File: src/rtl/adcShiftPkg.sv
package adcShiftPkg;
  // One-cycle strobes from the control into the datapath
  typedef struct packed {
    logic start;  // select fell: enable line, first leading zero
    logic load;   // third falling edge: capture the code
    logic shift;  // drive the next result bit
    logic stop;   // frame done or aborted: release the line
  } frameStrobes_t;
endpackage

File: src/rtl/adcShiftCtrl.sv
module adcShiftCtrl
  import adcShiftPkg::*;
#(
  parameter int RES_BITS = 12
) (
  input  logic          clk,
  input  logic          rstN,
  input  logic          csN,
  input  logic          sclk,
  output frameStrobes_t strobes,
  output logic          powerDown,
  output logic          trackMode,
  output logic          aborted
);
  localparam int FRAME = RES_BITS + 4;
  localparam int CNT_W = $clog2(FRAME + 1);
  localparam logic [CNT_W-1:0] HOLD_EDGE  = CNT_W'(3);
  localparam logic [CNT_W-1:0] FIRST_DATA = CNT_W'(4);
  localparam logic [CNT_W-1:0] LAST_EDGE  = CNT_W'(FRAME);

  logic csPrev, sclkPrev;
  logic csFall, csRise, sclkFall, active, countEdge;
  logic [CNT_W-1:0] edgeCnt, edgeNext;

  assign csFall    = csPrev & ~csN;
  assign csRise    = ~csPrev & csN;
  assign sclkFall  = sclkPrev & ~sclk;
  assign active    = ~powerDown;
  assign countEdge = active & ~csN & sclkFall;
  assign edgeNext  = edgeCnt + CNT_W'(1);

  always_comb begin
    strobes.start = csFall;
    strobes.load  = countEdge && (edgeNext == HOLD_EDGE);
    strobes.shift = countEdge && (edgeNext >= FIRST_DATA) && (edgeNext < LAST_EDGE);
    strobes.stop  = (countEdge && (edgeNext == LAST_EDGE)) || (csRise && active);
  end

  always_ff @(posedge clk or negedge rstN) begin
    if (!rstN) begin
      csPrev    <= 1'b1;
      sclkPrev  <= 1'b1;
      edgeCnt   <= '0;
      powerDown <= 1'b1;
      trackMode <= 1'b0;
      aborted   <= 1'b0;
    end else begin
      csPrev   <= csN;
      sclkPrev <= sclk;
      if (csFall) begin
        powerDown <= 1'b0;
        trackMode <= 1'b1;
        aborted   <= 1'b0;
        edgeCnt   <= '0;
      end else if (csRise && active) begin
        powerDown <= 1'b1;
        trackMode <= 1'b0;
        aborted   <= 1'b1;
      end else if (countEdge) begin
        edgeCnt <= edgeNext;
        if (edgeNext == HOLD_EDGE) trackMode <= 1'b0;
        if (edgeNext == LAST_EDGE) powerDown <= 1'b1;
      end
    end
  end


  abort_powerdown_chk: assert property (@(posedge clk) disable iff (!rstN)
    (csRise && active) |=> (powerDown && aborted && !trackMode));


  track_awake_chk: assert property (@(posedge clk) disable iff (!rstN)
    trackMode |-> !powerDown);


  strobe_excl_chk: assert property (@(posedge clk) disable iff (!rstN)
    $onehot0({strobes.start, strobes.load, strobes.shift, strobes.stop}));


  edge_bound_chk: assert property (@(posedge clk) disable iff (!rstN)
    edgeCnt <= LAST_EDGE);
endmodule

File: src/rtl/adcShiftData.sv
module adcShiftData
  import adcShiftPkg::*;
#(
  parameter int RES_BITS = 12
) (
  input  logic                clk,
  input  logic                rstN,
  input  frameStrobes_t       strobes,
  input  logic [RES_BITS-1:0] code,
  output logic                sdo,
  output logic                sdoEn
);
  logic [RES_BITS-1:0] shiftReg;

  always_ff @(posedge clk or negedge rstN) begin
    if (!rstN) begin
      shiftReg <= '0;
      sdo      <= 1'b0;
      sdoEn    <= 1'b0;
    end else begin
      if (strobes.start) begin
        sdoEn <= 1'b1;
        sdo   <= 1'b0;
      end
      if (strobes.load) shiftReg <= code;
      if (strobes.shift) begin
        sdo      <= shiftReg[RES_BITS-1];
        shiftReg <= {shiftReg[RES_BITS-2:0], 1'b0};
      end
      if (strobes.stop) begin
        sdoEn <= 1'b0;
        sdo   <= 1'b0;
      end
    end
  end


  idle_value_chk: assert property (@(posedge clk) disable iff (!rstN)
    !sdoEn |-> !sdo);


  start_zero_chk: assert property (@(posedge clk) disable iff (!rstN)
    strobes.start |=> (sdoEn && !sdo));


  stop_release_chk: assert property (@(posedge clk) disable iff (!rstN)
    strobes.stop |=> !sdoEn);
endmodule

File: src/rtl/adcSerialShifter.sv
module adcSerialShifter
  import adcShiftPkg::*;
#(
  parameter int RES_BITS = 12
) (
  input  logic                clk,
  input  logic                rstN,
  input  logic                csN,
  input  logic                sclk,
  input  logic [RES_BITS-1:0] sampleCode,
  output logic                sdo,
  output logic                sdoEn,
  output logic                powerDown,
  output logic                trackMode,
  output logic                aborted
);
  frameStrobes_t strobes;

  adcShiftCtrl #(.RES_BITS(RES_BITS)) u_ctrl (
    .clk(clk), .rstN(rstN), .csN(csN), .sclk(sclk),
    .strobes(strobes), .powerDown(powerDown),
    .trackMode(trackMode), .aborted(aborted)
  );

  adcShiftData #(.RES_BITS(RES_BITS)) u_data (
    .clk(clk), .rstN(rstN), .strobes(strobes),
    .code(sampleCode), .sdo(sdo), .sdoEn(sdoEn)
  );


  enable_awake_chk: assert property (@(posedge clk) disable iff (!rstN)
    sdoEn |-> !powerDown);
endmodule

File: config.mk
export PLATFORM = sky130hd
export DESIGN_NAME = adcSerialShifter
export DESIGN_NICKNAME = d
export VERILOG_FILES = /design/src/rtl/adcShiftPkg.sv /design/src/rtl/adcShiftCtrl.sv /design/src/rtl/adcShiftData.sv /design/src/rtl/adcSerialShifter.sv
export SDC_FILE = /design/constraint.sdc
export NUM_CORES = 1
export LEC_CHECK = 0
export BUFFER_PORTS_ARGS = -buffer_cell sky130_fd_sc_hd__buf_4
export CORE_MARGIN = 4
export CORE_UTILIZATION = 40
export CTS_BUF_LIST = sky130_fd_sc_hd__clkbuf_4 sky130_fd_sc_hd__clkbuf_8 sky130_fd_sc_hd__clkbuf_16
export CTS_CLUSTER_DIAMETER = 40
export CTS_CLUSTER_SIZE = 8
export DETAILED_ROUTE_END_ITERATION = 8
export PLACE_DENSITY = 0.6
export SETUP_SLACK_MARGIN = 0.02
export SYNTH_ARGS = -nofsm -noshare
export SYNTH_HDL_FRONTEND = slang
export SYNTH_HIERARCHICAL = 1
export SYNTH_SLANG_ARGS = --single-unit
File: constraint.sdc
create_clock -name clk -period 2.1 [get_ports clk]
set_input_delay 0.21 -clock clk [delete_from_list [all_inputs] [get_ports clk]]
set_output_delay 0.21 -clock clk [all_outputs]
set_load 0.03 [all_outputs]
# [Word level (Yosys, flattened, before mapping)]
# Index checks and enable logic that the tools add are counted.
[totals] inputBits=16 output_inout_bits=5 ff_bits=24 wordCells=61
[classes] n_reduce_logical=17 bitwise_logic=9 n_addsub=1 n_lt_le_gt_ge=2 n_mux=20 eq_ne=3
[ops] op="$mux W12" count=2
[ops] op="$mux W1" count=15
[ops] op="$mux W5" count=3
[ops] op="$reduce_bool A3 Y1" count=4
[ops] op="$reduce_bool A2 Y1" count=4
[ops] op="$reduce_and A2 Y1" count=3
[ops] op="$add A5 B1 Y5 const B" count=1
[ops] op="$and A1 B1 Y1" count=5
[ops] op="$eq A5 B2 Y1 const B" count=1
[ops] op="$eq A5 B5 Y1 const B" count=1
[ops] op="$ge A5 B3 Y1 const B" count=1
[ops] op="$logic_and A1 B1 Y1" count=5
[ops] op="$lt A5 B5 Y1 const B" count=1
[ops] op="$not A1 Y1" count=4
[ops] op="$ne A2 B1 Y1 const B" count=1
[ops] op="$logic_or A1 B1 Y1" count=1

# [Logic depth before layout (Yosys ltp)]
# Gate-level depths: netlist (run 1).
[logic_depth] word_depth=7 mapped_depth=8 ltp_nobuf=7

# [Modules after synthesis]
# The synthesis (run 1) kept the hierarchy.
[modules_own_cells] module="adcShiftData" cells_each=57 seq_area_each_um2=350.3 n_inst=1 area_per_inst_um2=616.8
[modules_own_cells] module="adcShiftCtrl" cells_each=60 seq_area_each_um2=254.0 n_inst=1 area_per_inst_um2=558.0

# [Least setup slack after synthesis (run 1)]
# OpenSTA, ideal clock, no wires.
[synth_timing] path_type="reg2reg" startpoint="register u_ctrl.powerDown" endpoint="register u_data.shiftReg[5]" path_slack_ns=0.083 setup_time_ns=0.139 period_less_slack_ns=2.017 n_path_buf=2 stages_incl_launch_ff=8 arrival_ns=1.878 t_required_ns=1.961 cell_sequence="dfstp_2 -> or4b_1 -> buf_2 -> nor2_1 -> and3_1 -> buf_6 -> mux2i_1 -> o21ai_1"
[synth_lines] item="start: declaration" line_no="adcShiftCtrl.sv:11" source="output logic powerDown,"
[synth_lines] item="start signal: assignment" line_no="adcShiftCtrl.sv:44" source="powerDown <= 1'b1;"
[synth_lines] item="start signal: assignment" line_no="adcShiftCtrl.sv:51" source="powerDown <= 1'b0;"
[synth_lines] item="start signal: assignment" line_no="adcShiftCtrl.sv:56" source="powerDown <= 1'b1;"
[synth_lines] item="end signal: assignment" line_no="adcShiftData.sv:25" source="if (strobes.load) shiftReg <= code;"
[synth_lines] item="end signal: assignment" line_no="adcShiftData.sv:28" source="shiftReg <= {shiftReg[RES_BITS-2:0], 1'b0};"
[synth_lines] item="end: declaration" line_no="adcShiftData.sv:13" source="logic [RES_BITS-1:0] shiftReg;"

==> metrics, run 1 <==
vias per cell=about 5.2; Reg2Reg Depth=8; area delta synth->final=26.3%; hold path depth=1; Tmin final=around 2.0 ns; min-delay worst type=input pin to flip-flop; Setup crit end kind=flip-flop; I/O pins=21; final hold vios=0; Leakage Power=roughly 0.65 nW; critical path class=input pin to flip-flop; Clock Latency Late Sink=roughly 0.3 ns; crit-path max FO=12; pre-CTS setup slack=0.107 ns; DIE WIDTH=roughly 62 um; routed wire length=between 2000 and 2500 um; post-synthesis register bit count=24; Critical Path AT=between 2 and 2.5 ns; drc violations=0; setup ws final=roughly 0.12 ns; Warnings, synthesis=6; Buffers on Ports=20; DR iter-0 viols=57; gr usage total=0.123; H-tree depth=1; max-cap viol count=0; Post-Syn Nets=around 140; die area=between 3000 and 4000 um^2; Reg area=606 um^2; fillers=between 200 and 250; Commonest cells post-synth=dfrtp_1, nand2_1, mux2i_1; Post-DP HPWL=roughly 1600 um; Slew Limit Fails=0; vias in the first global route=923; ys flop type=dfrtp_1; Post-Syn Area per Cell=between 10 and 15 um^2; largest net degree at the start of global routing=25; final setup fails=0; multiplexer share of the synthesized area=0.102; Post-Syn Instances=roughly 120; nets@finish=163; largest family of logic cells by synthesized area=simple AND/OR/NAND/NOR gates; Clock Tree Buf Depth=2; crit share post-route=0.943; Max VDD drop=slightly above 0.5 mV; simple-gate share of the synthesized area=0.170; WL per Instance=12.9 um; CTS tree=yes; vias=just over 900; GR Overflow Total=0; CP Launch Type=input pin; ANT cells=0; Worst Path Required=approximately 2.3 ns; Post-synth EDFFs=0; Peak Freq=around 500 MHz; clock buffer count from CTS=3; RePlAce Congestion=0.749; core area=between 2000 and 3000 um^2; status=completed; Async SR Flop Fraction=1.00; Finished Cell Area=~1500 um^2; Slew Limit Headroom=0.716; Worst Clk Skew=between 0.001 and 0.0015 ns; post-synthesis sequential area ratio=0.514; Slew @ Worst Pin=0.425 ns; Syn Std Cell Area=~1200 um^2; dominant cell type by area after synthesis=dfrtp_1; antenna violations before repair=0; RSZ-0062 raised after global routing=no; share of layout cells above drive strength 1=0.292; CTS Sinks=24; Area after DPL=between 1000 and 1500 um^2; most common cell in the netlist=dfrtp_1; Fin Setup TNS=0 ns; first-pass GRT wire length=3940 um; PwrDens=roughly 780 nW/um^2; Root Buffer=clkbuf_4; synth top area cells=dfrtp_1, mux2i_1, dfstp_2; Worst-path clk slew=around 0.13 ns; chip height=62.2 um; post-synth cell types=30; XOR/XNOR Fraction of Synth Area=0.0224; area share of the largest cell type after synthesis=0.447; Antenna Nets Post-Route=0; initial cell density of the core=0.422; drt first pass iters=4; Post-Synth Adder-Cell Area=0.0213; post-synthesis compound-gate area fraction=0.127; Std-Cell Rows=19; Multi-input gate area=541 um^2
cells in the final DEF, fill, tap and decap left out, types with 3 or more instances in the layout:
master    instances
inv_1             3
nand2_1          19
buf_4            26
dfrtp_1          20
clkbuf_4          3
o21ai_0           7
o21ai_1           9
dfstp_2           3
nor2_1            7
a21oi_1           4
mux2i_1          11
critical path, stage by stage:
cell	delay, ns
dlygate4sd3_1	0.54
buf_4	0.14
or4b_4	0.50
nor2_2	0.15
and3_4	0.21
buf_12	0.15
mux2i_2	0.22
o21ai_1	0.07
layer usage:
metal | vias up | track usage | routed length [um]
li1 | 461 | - | -
met4 | 0 | 0.0488 | 16
met1 | 429 | 0.155 | 1020
met3 | 2 | 0.0270 | 98
met5 | - | 0 | 0
met2 | 18 | 0.203 | 1130
worst paths after layout:
check / startpoint / slack (ns) / end
worst max-delay path: sclk / 0.12 / u_data/shiftReg[8]
worst min-delay path: csN / 0.06 / u_ctrl/csPrev
worst max register to register: u_ctrl/edgeCnt[0] / 0.17 / u_data/shiftReg[8]
worst min register to register: u_data/shiftReg[4] / 0.51 / u_data/shiftReg[5]
max in group asynchronous: rstN / 1.50 / u_ctrl/sclkPrev
min in group asynchronous: rstN / 0.32 / u_ctrl/edgeCnt[3]
power by group:
part	internal (mW)	switching [mW]
logic	0.110	0.118
registers	0.546	0.0524
clock network	0.193	0.134
flip-flops by register name, indices dropped and copies added, names as in the netlist:
signal and count:
u_ctrl/aborted 1, u_ctrl/csPrev 1, u_ctrl/edgeCnt 5, u_ctrl/powerDown 1, u_ctrl/sclkPrev 1, u_ctrl/trackMode 1
u_data/sdo 1, u_data/sdoEn 1, u_data/shiftReg 12
cells by family after synthesis:
| family | count (synthesis) |
|---|---|
| AO/OA/AOI/OAI | 26 |
| XOR/XNOR | 3 |
| adder cells (fa/ha/maj) | 2 |
| buffers and inverters | 9 |
| flip-flops | 24 |
| multiplexers | 12 |
| AND/OR/NAND/NOR | 41 |
timing repair:
action | in CTS | in global routing
setup buffers | 0 | 1
hold buffers | 2 | 0
gates resized for setup | 0 | 5
hold endpoints to repair | 22 | 0
setup endpoints to repair | 0 | 12
cell type report:
cell class              count  area share
clock buffers               3      0.0152
clock inverters             1      0.0202
inverters                   3     0.00759
multi-input cells          84       0.364
flip-flops and latches     24       0.408
well taps                  31      0.0261
repair buffers             29       0.159
stage by stage:
step | hold slack, ns | power [mW] | utilization | cells
4_1_cts | 0.0401 | 1.17 | 0.525 | 174
3_5_place_dp | 0.128 | 0.828 | 0.499 | 168
5_1_grt | 0.0177 | 1.24 | 0.534 | 175
2_1_floorplan | -0.0856 | 0.734 | - | 117
6_report | 0.0617 | 1.15 | 0.534 | 175
3_3_place_gp | 0.128 | 0.818 | 0.499 | 168
(Power assumes the default switching activity.)
==> run 2: changes to the inputs <==
--- a/config.mk
+++ b/config.mk
@@ -6,13 +6,14 @@
 export NUM_CORES = 1
 export LEC_CHECK = 0
 export BUFFER_PORTS_ARGS = -buffer_cell sky130_fd_sc_hd__buf_4
+export CAP_MARGIN = 20
 export CORE_MARGIN = 4
-export CORE_UTILIZATION = 40
+export CORE_UTILIZATION = 48
 export CTS_BUF_LIST = sky130_fd_sc_hd__clkbuf_4 sky130_fd_sc_hd__clkbuf_8 sky130_fd_sc_hd__clkbuf_16
 export CTS_CLUSTER_DIAMETER = 40
 export CTS_CLUSTER_SIZE = 8
 export DETAILED_ROUTE_END_ITERATION = 8
-export PLACE_DENSITY = 0.6
+export PLACE_DENSITY = 0.73
 export SETUP_SLACK_MARGIN = 0.02
 export SYNTH_ARGS = -nofsm -noshare
 export SYNTH_HDL_FRONTEND = slang
==> metrics, run 2 (synthesis results as in run 1) <==
status=completed (unchanged); DR iter-0 viols=20 (was 57); max FFs per register=12 (unchanged); first-pass GRT wire length=3760 um (was 3940 um); CP Launch Type=input pin (unchanged); largest net degree at the start of global routing=25 (unchanged); Critical Path AT=2.17 ns (was 2.19 ns); vias=895 (was 910); I/O pins=21 (unchanged); core area=2280 um^2 (was 2780 um^2); final setup fails=0 (unchanged); Clock Tree Buf Depth=2 (unchanged); Power Internal=0.761 mW (was 0.849 mW); Regs by FF count=u_data/shiftReg (12), u_ctrl/edgeCnt (5) (unchanged); Clk network pwr share=0.228 (was 0.284); WL per Instance=13.2 um (was 12.9 um); final hold vios=0 (unchanged); fillers=180 (was 249); Area after DPL=1380 um^2 (was 1390 um^2); antenna violations before repair=0 (unchanged); Slew Limit Fails=0 (unchanged); Slew Limit Headroom=0.703 (was 0.716); min-delay worst type=input pin to flip-flop (unchanged); Fin Hold WS=0.0585 ns (was 0.0617 ns); Antenna Nets Post-Route=0 (unchanged); pre-CTS setup slack=0.130 ns (was 0.107 ns); GR Overflow Total=0 (unchanged); routed wire length=2270 um (was 2260 um); chip height=57.5 um (was 62.2 um); most common cell after layout, fill and taps aside=buf_4 (unchanged); drc violations=0 (unchanged); crit share post-route=0.941 (was 0.943); setup ws final=0.124 ns (was 0.120 ns); Worst Path Required=2.30 ns (was 2.31 ns); ANT cells=0 (unchanged); Top reg by flops=u_data/shiftReg (unchanged); gr usage total=0.144 (was 0.123); DIE WIDTH=57.5 um (was 62.2 um); total power=1.08 mW (was 1.15 mW); Finished Cell Area=1470 um^2 (was 1480 um^2); Worst-path clk slew=0.13 ns (about the same); Setup crit end kind=flip-flop (unchanged); vias per cell=5.20 (about the same); Slew @ Worst Pin=0.444 ns (was 0.425 ns); placed cells=165 (was 168); H-tree depth=1 (unchanged); Reg area=606 um^2 (unchanged); Buffers on Ports=20 (unchanged); RePlAce Congestion=0.751 (was 0.749); drt first pass iters=4 (unchanged); Post-DP HPWL=1580 um (was 1640 um); most frequent cells in the layout=buf_4, dfrtp_1, nand2_1, mux2i_1, o21ai_1 (unchanged); Sw Ratio=0.292 (was 0.264); clock buffer count from CTS=3 (unchanged); max-cap viol count=0 (unchanged); CTS Sinks=24 (unchanged); Tmin final=1.98 ns (about the same); Fin Setup TNS=0 ns (unchanged); die area=3300 um^2 (was 3870 um^2); CTS tree=yes (unchanged); crit-path max FO=12 (unchanged); Root Buffer=clkbuf_4 (unchanged); Worst Clk Skew=0.00114 ns (was 0.00147 ns); Leakage Power=0.647 nW (was 0.646 nW); RSZ-0062 raised after global routing=no (unchanged); area delta synth->final=25.1% (was 26.3%); PwrDens=731 nW/um^2 (was 777 nW/um^2); Peak Freq=506 MHz (was 505 MHz); Layout Cells excl Fill=172 (was 175); vias in the first global route=895 (was 923); nets@finish=163 (unchanged); Clock Latency Late Sink=0.31 ns (was 0.30 ns); Psw=0.314 mW (was 0.304 mW); Std-Cell Rows=17 (was 19); Max VDD drop=0.463 mV (was 0.519 mV); critical path class=input pin to flip-flop (unchanged); Comb pwr share=0.212 (was 0.197); Seq pwr share=0.560 (was 0.519); share of layout cells above drive strength 1=0.285 (was 0.292); Multi-input gate area=547 um^2 (was 541 um^2); initial cell density of the core=0.516 (was 0.422); Final Core Density=0.646 (was 0.534)
[run 2: changes by cell type in the layout (fill, tap and decap cells not counted), sizes merged]
cell    change
bufinv      -1
clkbuf      +1
[run 2: final timing paths]
kind | start | end | slack (ns) | cells after the start
min in group asynchronous | rstN | u_data/shiftReg[1] | 0.31 | 2
min | csN | u_ctrl/csPrev | 0.06 | 1
max reg2reg | u_ctrl/edgeCnt[0] | u_data/shiftReg[4] | 0.17 | 8
min reg2reg | u_data/shiftReg[2] | u_data/shiftReg[3] | 0.51 | 2
max in group asynchronous | rstN | u_ctrl/powerDown | 1.51 | 2
max | sclk | u_data/shiftReg[4] | 0.12 | 8
[run 2: cell type report]
| cell class | count | share of cell area |
|---|---|---|
| clock buffer | 4 | 0.0247 |
| tap | 28 | 0.0238 |
| inverter | 3 | 0.00766 |
| multi-input combinational | 84 | 0.372 |
| sequential | 24 | 0.412 |
| timing repair buffer | 29 | 0.160 |
[run 2: worst max-delay path: stages]
cell	delay, ns
dlygate4sd3_1	0.53
buf_4	0.14
or4b_1	0.51
nor2_2	0.14
and3_4	0.21
buf_12	0.14
mux2i_1	0.18
o21ai_0	0.10
[run 2: power by group through the flow]
stage               registers [mW]  logic (mW)  clock network, mW
CTS                          0.601       0.224              0.252
global route                 0.613       0.259              0.268
detailed placement           0.608       0.221                  0
global placement             0.605       0.212                  0
floorplan                    0.621       0.114                  0
finish                       0.602       0.228              0.245
[run 2: layer usage]
metal	share of wire	track usage
met1	0.50	0.191
met2	0.46	0.221
met3	0.038	0.0294
met4	0.0062	0.0695
met5	0	0
[run 2: what timing repair did]
item / in CTS / in global routing
hold buffers: 2 / 0
endpoints found under the setup margin: 0 / 12
resized for setup: 0 / 5
endpoints found under the hold margin: 22 / 0
buffers inserted: 0 / 1
==> run 3: changes to the inputs <==
==> constraint.sdc (replaced) <==
create_clock -name clk -period 1.8 [get_ports clk]
set_input_delay 0.18 -clock clk [delete_from_list [all_inputs] [get_ports clk]]
set_output_delay 0.18 -clock clk [all_outputs]
set_load 0.03 [all_outputs]
==> metrics, run 3 (synthesis results as in run 1) <==
status=finished with violations (was completed); failing checks=negative setup slack; DR iter-0 viols=20 (unchanged); most frequent cells in the layout=buf_4, dfrtp_1, nand2_1, mux2i_1, o21ai_1 (unchanged); vias in the first global route=960 (was 895); die area=3300 um^2 (unchanged); R2R setup slack=-0.03 ns (was 0.17 ns); RSZ-0062 raised after global routing=yes (was no); I/O pins=21 (unchanged); final setup fails=11 (was 0); Critical Path AT=2.06 ns (was 2.17 ns); worst reg2reg path startpoint=u_ctrl/sclkPrev (was u_ctrl/edgeCnt[0]); largest delay contributor family on the critical path=simple AND/OR/NAND/NOR gates (unchanged); share of layout cells above drive strength 1=0.340 (was 0.285); drc violations=0 (unchanged); Clock Latency Late Sink=0.32 ns (was 0.31 ns); largest net degree at the start of global routing=25 (unchanged); fillers=162 (was 180); Reg area=604 um^2 (was 606 um^2); max FFs per register=12 (unchanged); antenna violations before repair=0 (unchanged); vias per cell=5.36 (was 5.20); crit-path max FO=6 (was 12); Area after DPL=1420 um^2 (was 1380 um^2); Hold EP=u_data/shiftReg[0] (was u_ctrl/csPrev); Power Internal=0.909 mW (was 0.761 mW); nets@finish=169 (was 163); CP Cell Sequence=or4b_4 > nor2_4 > and3_4 > mux2i_1 > o21ai_1 (was dlygate4sd3_1 > buf_4 > or4b_1 > nor2_2 > and3_4 > buf_12 > mux2i_1 > o21ai_0); Setup crit end kind=flip-flop (unchanged); Finished Cell Area=1530 um^2 (was 1470 um^2); pre-CTS setup slack=-0.140 ns (was 0.130 ns); setup ws final=-0.0343 ns (was 0.124 ns); critical path class=flip-flop to flip-flop (was input pin to flip-flop); initial cell density of the core=0.516 (unchanged); RePlAce Congestion=0.772 (was 0.751); Post-DP HPWL=1750 um (was 1580 um); H-tree depth=1 (unchanged); most common cell after layout, fill and taps aside=buf_4 (unchanged); routed wire length=2640 um (was 2270 um); area delta synth->final=30.6% (was 25.1%); Regs by FF count=u_data/shiftReg (12), u_ctrl/edgeCnt (5) (unchanged); Layout Cells excl Fill=178 (was 172); first-pass GRT wire length=4580 um (was 3760 um); Worst Clk Skew=0.00828 ns (was 0.00114 ns); total power=1.30 mW (was 1.08 mW); Slew Limit Headroom=0.717 (was 0.703); placed cells=170 (was 165); CP max stage delay=0.55 ns (was 0.53 ns); Reg2Reg Depth=5 (was 8); core area=2280 um^2 (unchanged); Worst Path Required=2.02 ns (was 2.30 ns); gr usage total=0.177 (was 0.144); Buffers on Ports=20 (unchanged); Seq pwr share=0.540 (was 0.560); hold_sp=sampleCode[0] (was csN); Slew @ Worst Pin=0.423 ns (was 0.444 ns); PwrDens=846 nW/um^2 (was 731 nW/um^2); ANT cells=0 (unchanged); Worst-path clk slew=0.14 ns (was 0.13 ns); Top reg by flops=u_data/shiftReg (unchanged); crit share post-route=1.02; GR Overflow Total=0 (unchanged); Slew Limit Fails=0 (unchanged); CTS Sinks=24 (unchanged); vias=954 (was 895); Leakage Power=0.674 nW (was 0.647 nW); min-delay worst type=input pin to flip-flop (unchanged); final hold vios=0 (unchanged); terminus of the critical flop-to-flop path=u_data/shiftReg[10] (was u_data/shiftReg[4]); Root Buffer=clkbuf_4 (unchanged); clock buffer count from CTS=3 (unchanged); Psw=0.388 mW (was 0.314 mW); Sw Ratio=0.299 (was 0.292); WL per Instance=14.8 um (was 13.2 um); Clock Tree Buf Depth=2 (unchanged); Comb pwr share=0.237 (was 0.212); Buf+Inv Stages, Crit Path=0 (was 3); chip height=57.5 um (unchanged); Antenna Nets Post-Route=0 (unchanged); CTS tree=yes (unchanged); Multi-input gate area=587 um^2 (was 547 um^2); drt first pass iters=4 (unchanged); Max VDD drop=0.621 mV (was 0.463 mV); CP Launch Type=flip-flop (was input pin); Peak Freq=approximately 550 MHz; hold path depth=3 (was 1); Clk network pwr share=0.223 (was 0.228); Std-Cell Rows=17 (unchanged); DIE WIDTH=57.5 um (unchanged); Tmin final=about 1.8 ns; Fin Hold WS=0.103 ns (was 0.0585 ns); Worst path slowest cell=dfstp_2 (was dlygate4sd3_1); max-cap viol count=0 (unchanged)
-- run 3: cell types whose count changed in the layout (fill, tap and decap cells not counted), moves of 2 or more --
cell     previous run  this run
buf_4              26        32
nor3_2              0         2
o21ai_0             7         4
o21ai_1             9        11
-- run 3: power by group through the flow --
stage / sequential (mW) / combinational, mW / clock [mW]
3_3_place_gp: 0.698 / 0.273 / 0
2_1_floorplan: 0.724 / 0.138 / 0
4_1_cts: 0.697 / 0.304 / 0.297
3_5_place_dp: 0.704 / 0.289 / 0
6_report: 0.700 / 0.307 / 0.290
5_1_grt: 0.712 / 0.343 / 0.328
-- run 3: through the flow --
step	TNS [ns]	utilization
6_report	-0.205	0.674
5_1_grt	-1.07	0.674
2_1_floorplan	-0.776	-
3_3_place_gp	-0.808	0.625
3_5_place_dp	-1.49	0.625
4_1_cts	-0.228	0.665
-- run 3: cell type report --
cell class / instances / share of cell area
multi-input cells: 85 / 0.383
repair buffers: 34 / 0.170
well taps: 28 / 0.0228
inverters: 3 / 0.00734
clock buffers: 4 / 0.0237
flip-flops and latches: 24 / 0.394
-- run 3: worst max path at each step --
stage	start	endpoint	slack [ns]	cells past startpoint
after floorplan	u_ctrl/sclkPrev	u_data/shiftReg[5]	-0.09	7
after global placement	u_ctrl/sclkPrev	u_data/shiftReg[5]	-0.08	5
final	u_ctrl/sclkPrev	u_data/shiftReg[10]	-0.03	5
after global routing	u_ctrl/sclkPrev	u_data/shiftReg[10]	-0.11	5
after detailed placement	u_ctrl/sclkPrev	u_data/shiftReg[11]	-0.14	5
after CTS	u_ctrl/sclkPrev	u_data/shiftReg[1]	-0.04	5
-- run 3: repair_timing --
action                     in CTS  in global routing
setup buffers                   1                  0
hold buffers                    2                  0
cloned                          1                  0
resized for setup               7                  4
pin swaps                       0                  4
setup endpoints to repair      15                 15
hold endpoints to repair       25                  0
-- run 3: worst register-to-register path, cell delays in order (launching register included) --
cell     delay (ns)
dfstp_2        0.55
or4b_4         0.50
nor2_4         0.14
and3_4         0.27
mux2i_1        0.21
o21ai_1        0.08
-- run 3: routing by layer --
metal | GRT usage | part of all wire | up-vias | wire length, um
li1 | - | - | 472 | -
met1 | 0.241 | 0.46 | 458 | 1210
met2 | 0.273 | 0.49 | 20 | 1280
met3 | 0.0339 | 0.040 | 4 | 106
met4 | 0.0762 | 0.014 | 0 | 38
met5 | 0 | 0 | - | 0
